===== config.mk =====
export PLATFORM = sky130hd
export DESIGN_NAME = spif_cmd_frontend
export DESIGN_NICKNAME = d
export VERILOG_FILES = /design/src/rtl/spif_pkg.sv /design/src/rtl/spif_pin_sync.sv /design/src/rtl/spif_rx.sv /design/src/rtl/spif_tx.sv /design/src/rtl/spif_cmd_frontend.sv
export SDC_FILE = /design/constraint.sdc
export NUM_CORES = 1
export LEC_CHECK = 0
export BUFFER_PORTS_ARGS = -buffer_cell sky130_fd_sc_hd__buf_2
export CAP_MARGIN = 20
export CORE_MARGIN = 4
export CORE_UTILIZATION = 50
export DETAILED_ROUTE_END_ITERATION = 8
export PLACE_DENSITY = 0.71
export SLEW_MARGIN = 15
export SYNTH_ARGS = -nofsm -noshare
export SYNTH_HDL_FRONTEND = slang
export SYNTH_HIERARCHICAL = 1
export SYNTH_SLANG_ARGS = --single-unit

===== constraint.sdc =====
create_clock -name clk -period 7.75 [get_ports clk]
set_clock_uncertainty 0.05 [all_clocks]
set_input_delay 0.3875 -clock clk [delete_from_list [all_inputs] [get_ports clk]]
set_output_delay 0.3875 -clock clk [all_outputs]
set_load 0.1 [all_outputs]

===== src/rtl/spif_pkg.sv =====
package spif_pkg;

  localparam logic [7:0] OP_WRSR = 8'h01;
  localparam logic [7:0] OP_PP   = 8'h02;
  localparam logic [7:0] OP_READ = 8'h03;
  localparam logic [7:0] OP_WRDI = 8'h04;
  localparam logic [7:0] OP_RDSR = 8'h05;
  localparam logic [7:0] OP_WREN = 8'h06;
  localparam logic [7:0] OP_FAST = 8'h0B;
  localparam logic [7:0] OP_SE   = 8'h20;
  localparam logic [7:0] OP_CE1  = 8'h60;
  localparam logic [7:0] OP_MFID = 8'h90;
  localparam logic [7:0] OP_JID  = 8'h9F;
  localparam logic [7:0] OP_SIG  = 8'hAB;
  localparam logic [7:0] OP_DPD  = 8'hB9;
  localparam logic [7:0] OP_CE2  = 8'hC7;
  localparam logic [7:0] OP_BE   = 8'hD8;

  typedef enum logic [2:0] {
    ST_IDLE, ST_OPC, ST_HDR, ST_DATA, ST_STBY
  } fe_state_t;

  typedef struct packed {
    logic       known;
    logic       is_wr;
    logic [2:0] hdr;
    logic       dummy;
    logic       arr;
    logic       need_wel;
  } op_info_t;

  function automatic op_info_t op_decode(input logic [7:0] op);
    op_info_t i;
    i = '0;
    i.known = 1'b1;
    unique case (op)
      OP_WRSR:         begin i.is_wr = 1; i.hdr = 3'd1; i.arr = 1; i.need_wel = 1; end
      OP_PP, OP_SE,
      OP_BE:           begin i.is_wr = 1; i.hdr = 3'd3; i.arr = 1; i.need_wel = 1; end
      OP_CE1, OP_CE2:  begin i.is_wr = 1; i.arr = 1; i.need_wel = 1; end
      OP_WREN, OP_WRDI,
      OP_DPD:          i.is_wr = 1;
      OP_READ:         begin i.hdr = 3'd3; i.arr = 1; end
      OP_FAST:         begin i.hdr = 3'd4; i.dummy = 1; i.arr = 1; end
      OP_SIG, OP_MFID: i.hdr = 3'd3;
      OP_RDSR, OP_JID: i.hdr = 3'd0;
      default:         i.known = 1'b0;
    endcase
    return i;
  endfunction

endpackage


===== src/rtl/spif_pin_sync.sv =====
module spif_pin_sync #(
  parameter int          N      = 3,
  parameter int          STAGES = 2,
  parameter logic [N-1:0] RST_VAL = '0
) (
  input  logic         clk,
  input  logic         rst_n,
  input  logic [N-1:0] din,
  output logic [N-1:0] dout,
  output logic [N-1:0] rise,
  output logic [N-1:0] fall
);
  logic [N-1:0] prev;

  for (genvar p = 0; p < N; p++) begin : g_pin
    logic [STAGES-1:0] chain;
    always_ff @(posedge clk or negedge rst_n) begin
      if (!rst_n) begin
        chain   <= {STAGES{RST_VAL[p]}};
        prev[p] <= RST_VAL[p];
      end else begin
        chain   <= {chain[STAGES-2:0], din[p]};
        prev[p] <= chain[STAGES-1];
      end
    end
    assign dout[p] = chain[STAGES-1];
    assign rise[p] = chain[STAGES-1] & ~prev[p];
    assign fall[p] = ~chain[STAGES-1] & prev[p];
  end
endmodule


===== src/rtl/spif_rx.sv =====
module spif_rx #(
  parameter int BW = 8,
  localparam int CW = $clog2(BW)
) (
  input  logic          clk,
  input  logic          rst_n,
  input  logic          clr,
  input  logic          en,
  input  logic          si,
  output logic          aligned,
  output logic          byte_done,
  output logic [BW-1:0] byte_q
);
  logic [CW-1:0] cnt;
  logic [BW-1:0] sh;

  always_ff @(posedge clk or negedge rst_n) begin
    if (!rst_n) begin
      cnt <= '0; sh <= '0; byte_done <= 1'b0; byte_q <= '0;
    end else begin
      byte_done <= 1'b0;
      if (clr) begin
        cnt <= '0;
      end else if (en) begin
        sh  <= {sh[BW-2:0], si};
        cnt <= cnt + CW'(1);
        if (cnt == CW'(BW - 1)) begin
          byte_done <= 1'b1;
          byte_q    <= {sh[BW-2:0], si};
        end
      end
    end
  end

  assign aligned = (cnt == '0);
endmodule


===== src/rtl/spif_tx.sv =====
module spif_tx #(
  parameter int BW = 8
) (
  input  logic          clk,
  input  logic          rst_n,
  input  logic          load,
  input  logic [BW-1:0] ld_val,
  input  logic          shift,
  output logic          so
);
  logic [BW-1:0] sh;

  always_ff @(posedge clk or negedge rst_n) begin
    if (!rst_n) begin
      sh <= '0; so <= 1'b0;
    end else if (load) begin
      sh <= ld_val;
    end else if (shift) begin
      so <= sh[BW-1];
      sh <= {sh[BW-2:0], 1'b0};
    end
  end
endmodule


===== src/rtl/spif_cmd_frontend.sv =====
module spif_cmd_frontend
  import spif_pkg::*;
#(
  parameter int AW       = 24,
  parameter int SECT_LSB = 12,
  parameter int SECT_W   = 4,
  parameter int SYNC     = 2
) (
  input  logic              clk,
  input  logic              rst_n,
  input  logic              spi_csn,
  input  logic              spi_sclk,
  input  logic              spi_si,
  output logic              spi_so,
  output logic              spi_so_oe,
  input  logic              busy,
  output logic [7:0]        cur_op,
  output logic [AW-1:0]     rd_addr,
  input  logic [7:0]        rd_byte,
  output logic              wr_valid,
  output logic [AW-1:0]     wr_addr,
  output logic [7:0]        wr_data,
  output logic              exec_valid,
  output logic [7:0]        exec_op,
  output logic [AW-1:0]     exec_addr,
  output logic [SECT_W-1:0] exec_sector,
  output logic [7:0]        exec_data
);
  localparam int NPIN = 3;

  logic [NPIN-1:0] pin_s, pin_r, pin_f;
  logic csn_s, csn_fall, csn_rise, sck_rise, sck_fall;

  spif_pin_sync #(.N(NPIN), .STAGES(SYNC), .RST_VAL(3'b001)) sync_i (
    .clk(clk), .rst_n(rst_n), .din({spi_si, spi_sclk, spi_csn}),
    .dout(pin_s), .rise(pin_r), .fall(pin_f)
  );
  assign csn_s    = pin_s[0];
  assign csn_fall = pin_f[0];
  assign csn_rise = pin_r[0];
  assign sck_rise = pin_r[1] & ~csn_s;
  assign sck_fall = pin_f[1] & ~csn_s;

  fe_state_t    state;
  logic [7:0]   op;
  logic [2:0]   hdr_left;
  logic [AW-1:0] addr, ptr, nxt_addr;
  logic         wel, ld_pend, aligned, byte_done, stby_w, strobe;
  logic [7:0]   rx_byte, status, ld_val;
  op_info_t     cur, nxt;

  spif_rx #(.BW(8)) rx_i (
    .clk(clk), .rst_n(rst_n), .clr(csn_fall), .en(sck_rise), .si(pin_s[2]),
    .aligned(aligned), .byte_done(byte_done), .byte_q(rx_byte)
  );

  assign status = {6'b0, wel, busy};
  assign ld_val = (op == OP_RDSR) ? status : rd_byte;

  spif_tx #(.BW(8)) tx_i (
    .clk(clk), .rst_n(rst_n), .load(ld_pend), .ld_val(ld_val),
    .shift(sck_fall), .so(spi_so)
  );

  assign cur      = op_decode(op);
  assign nxt      = op_decode(rx_byte);
  assign nxt_addr = (hdr_left > {2'b0, cur.dummy}) ? {addr[AW-9:0], rx_byte} : addr;
  assign stby_w   = (state == ST_STBY);
  // write-type ends on a byte boundary after its header, or signature opcode alone
  assign strobe   = aligned && ((cur.known && cur.is_wr && state == ST_DATA) ||
                    (op == OP_SIG && state == ST_HDR && hdr_left == cur.hdr));

  always_ff @(posedge clk or negedge rst_n) begin
    if (!rst_n) begin
      state <= ST_IDLE; op <= '0; hdr_left <= '0; addr <= '0; ptr <= '0;
      wel <= 1'b0; ld_pend <= 1'b0; wr_valid <= 1'b0; wr_addr <= '0; wr_data <= '0;
      exec_valid <= 1'b0; exec_op <= '0; exec_addr <= '0; exec_data <= '0;
    end else begin
      exec_valid <= 1'b0;
      wr_valid   <= 1'b0;
      ld_pend    <= 1'b0;
      if (ld_pend) ptr <= ptr + AW'(1);
      if (csn_fall) begin
        state <= ST_OPC; op <= '0; addr <= '0; ptr <= '0; hdr_left <= '0;
      end else if (csn_rise) begin
        state <= ST_IDLE;
        if (strobe) begin
          exec_valid <= 1'b1;
          exec_op    <= op;
          exec_addr  <= addr;
          exec_data  <= addr[7:0];
          if (op == OP_WREN)      wel <= 1'b1;
          else if (op == OP_WRDI) wel <= 1'b0;
          else if (cur.need_wel)  wel <= 1'b0;
        end
      end else if (byte_done) begin
        unique case (state)
          ST_OPC: begin
            op       <= rx_byte;
            hdr_left <= nxt.hdr;
            if (!nxt.known || (nxt.arr && busy) || (nxt.need_wel && !wel))
              state <= ST_STBY;
            else if (nxt.hdr == 3'd0) begin
              state   <= ST_DATA;
              ld_pend <= ~nxt.is_wr;
            end else
              state <= ST_HDR;
          end
          ST_HDR: begin
            addr     <= nxt_addr;
            hdr_left <= hdr_left - 3'd1;
            if (hdr_left == 3'd1) begin
              state   <= ST_DATA;
              ptr     <= nxt_addr;
              ld_pend <= ~cur.is_wr;
            end
          end
          ST_DATA: begin
            if (!cur.is_wr) ld_pend <= 1'b1;
            if (op == OP_PP) begin
              wr_valid <= 1'b1;
              wr_data  <= rx_byte;
              wr_addr  <= ptr;
              ptr[7:0] <= ptr[7:0] + 8'd1;
            end
          end
          default: ;
        endcase
      end
    end
  end

  assign spi_so_oe   = (state == ST_DATA) && !cur.is_wr && !csn_s;
  assign cur_op      = op;
  assign rd_addr     = ptr;
  assign exec_sector = exec_addr[SECT_LSB+SECT_W-1:SECT_LSB];
endmodule


==> metrics.yaml <==
root_buffer: "clkbuf_16"
path_cells: "nor4_1, nand2_1, nor2_1, ha_1, o21a_1, buf_4, nor2_1, buf_4, a21boi_0, o21ai_0"
setup_tns_ps: 0
reg2reg_slack_ps: 4410
clk_pin_slew_worst_paths_ps: 60
syn_inst: 873
violations: "negative hold slack"
die_w_um: 138.6
slowest_delay_ps: 670
worstSkewPairLatency_ps: 440
p_int_uw: 1420
critPathBufInv: 2
post_cts_resize_count: 0
cts_sinks: 166
grt_usage_pct: 22.70
wl_met3_um: 1003
die-height_um: 138.6
min_path_type: "input port to async pin"
powerDensity_mw_per_mm2: 189.9
syn_nets: 894
top_layer_used: "met4"
gp_congestion: 0.8850
cts.path.max_buffers: 2
via_per_inst: 5.754
finalHoldViolations: 6
start_kind: "flop"
drt_iter0_markers: 564
r2r-start: "cur_op[5]$_DFFE_PN0P_"
wl_per_cell_um: 17.95
timing.final.crit_period_ps: 3337
grt_max_degree: 95
numPortBuffers: 125
h-tree-depth: 4
syn_to_final_growth_pct: 14.73
p_switching_uw: 438.3
setup_viol_count_final: 0
power_frac_seq_pct: 49.6
max_slew.worst_pin.slew_ps: 1069
max_slew_margin_pct: 28.10
wirelength_um: 21410
vdd_drop_max_v: 0.0001711
min_period_over_period_pct: 43.06
crit_family: "simple AND/OR/NAND/NOR gates"
outcome: "finished, violations left"
critical-path-slowest-cell: "nor4_1"
ioPinCount: 126
ys_warn_count: 6
grt_overflow_total: 0
cap_violations: 0
cts.hold.buffers_added: 3
grt_pass1_vias: 6645
die-area_sq_mm: 0.01921
reg2regPathDepth: 10
syn_area_sq_mm: 0.008529
nets: 981
drc: 0
p_clk_share_pct: 44.7
cts_setup_buffers: 0
fmaxAchievable_mhz: 299.7
crit_path_end_kind: "flop"
rows: 47
wl_met1_um: 9462
p_sw_share_pct: 23.58
cp_data_required_time_ps: 8040
antenna_found_initial: 0
hold_slack_ps: -27.58
dp.final_hpwl_um: 14130
postSynthAreaPerCell_sq_um: 9.770
combPwrFrac_pct: 5.7
dp_slack_ps: 4482
p_total_uw: 1859
grt_pass1_wl_um: 35710
start_util_pct: 51.25
wl_met2_um: 10630
core_sq_mm: 0.01664
fillers: 1477
cp_data_arrival_time_ps: 3620
drive_gt1_share_pct: 24.87
antenna_cells: 0
reg2reg_to: "addr[15]$_DFFE_PN0P_"
antenna_left: 0
worstPathMaxFanout: 32
path_class: "flop to flop"
rsz0062_at_grt: "false"
drt_first_pass_iters: 5
vias: 6864
numCtsBuffers: 17
fin_ws_ps: 4413
power_leakage_uw: 0.004745
cts_tree: "yes"
drv_slew: 0
## metal layers
metal | up-vias | global-route usage (%)
met5 | - | 0
met4 | 0 | 6.488
met3 | 22 | 4.310
met2 | 206 | 37.62
met1 | 3389 | 30.78
li1 | 3247 | -
## through the flow
step                std cells  area, sq um  util [%]  hold slack [ps]
detailed placement       1157         9169     55.09            285.8
finish                   1193         9786     58.80           -27.58
floorplan                 873         8529         -            41.91
global route             1193         9786     58.80            68.63
global placement         1157         9165     55.07            284.9
CTS                      1192         9781     58.77            27.97
## worst max path at each step
stage / from / end / depth (start not counted)
after global placement: cur_op[5]$_DFFE_PN0P_ / rd_addr[14]$_DFF_PN0_ / 7
after floorplan: cur_op[6]$_DFFE_PN0P_ / spi_so_oe / 6
final: cur_op[5]$_DFFE_PN0P_ / addr[15]$_DFFE_PN0P_ / 10
after global routing: cur_op[5]$_DFFE_PN0P_ / addr[15]$_DFFE_PN0P_ / 10
after CTS: cur_op[5]$_DFFE_PN0P_ / addr[15]$_DFFE_PN0P_ / 10
after detailed placement: cur_op[5]$_DFFE_PN0P_ / addr[15]$_DFFE_PN0P_ / 10
## power groups by stage
stage	Sequential, uW	Combinational, uW	Clock, uW
after global placement	936	105	0
after floorplan	944	61.2	0
final	922	107	830
after detailed placement	937	107	0
after global routing	926	119	880
after CTS	922	108	843
## layout by cell type (no fill, tap or decap), types with 4 or more instances in the layout
cell,count
a21boi_0,15
a21oi_1,10
a22o_1,10
a22oi_1,15
a311oi_1,16
a31oi_1,7
and2_1,7
and3_1,11
buf_2,125
buf_4,11
clkbuf_16,17
clkbuf_8,4
clkinv_4,4
dfrtp_1,163
ha_1,7
inv_1,11
mux2_2,43
mux2_4,8
mux2i_1,16
nand2_1,130
nand2b_1,5
nand3_1,66
nand4_1,11
nor2_1,47
nor2b_1,15
nor3_1,14
nor4_1,6
o21ai_0,68
o21ai_1,6
o22ai_1,7
or2_2,4
xnor2_1,25
xor2_1,8
## final cells by class
class / count / area, sq um / area share [%]
well taps: 220 / 275.3 / 2.813
clock inverters: 10 / 97.59 / 0.9973
flip-flops and latches: 166 / 4158 / 42.49
inverters: 12 / 45.04 / 0.4603
clock buffers: 22 / 484.2 / 4.948
repair buffers: 140 / 749.5 / 7.659
multi-input cells: 623 / 3976 / 40.63
## state kept, by name, summed over array words and instances, names as in the netlist, 8 cells and up
name,flops
rd_addr,24
rx_i/byte_q,8
cur_op,8
exec_op,8
tx_i/sh,8
exec_addr,24
wr_data,8
addr,24
wr_addr,24
No activity file was read; power rests on OpenSTA's default activity.
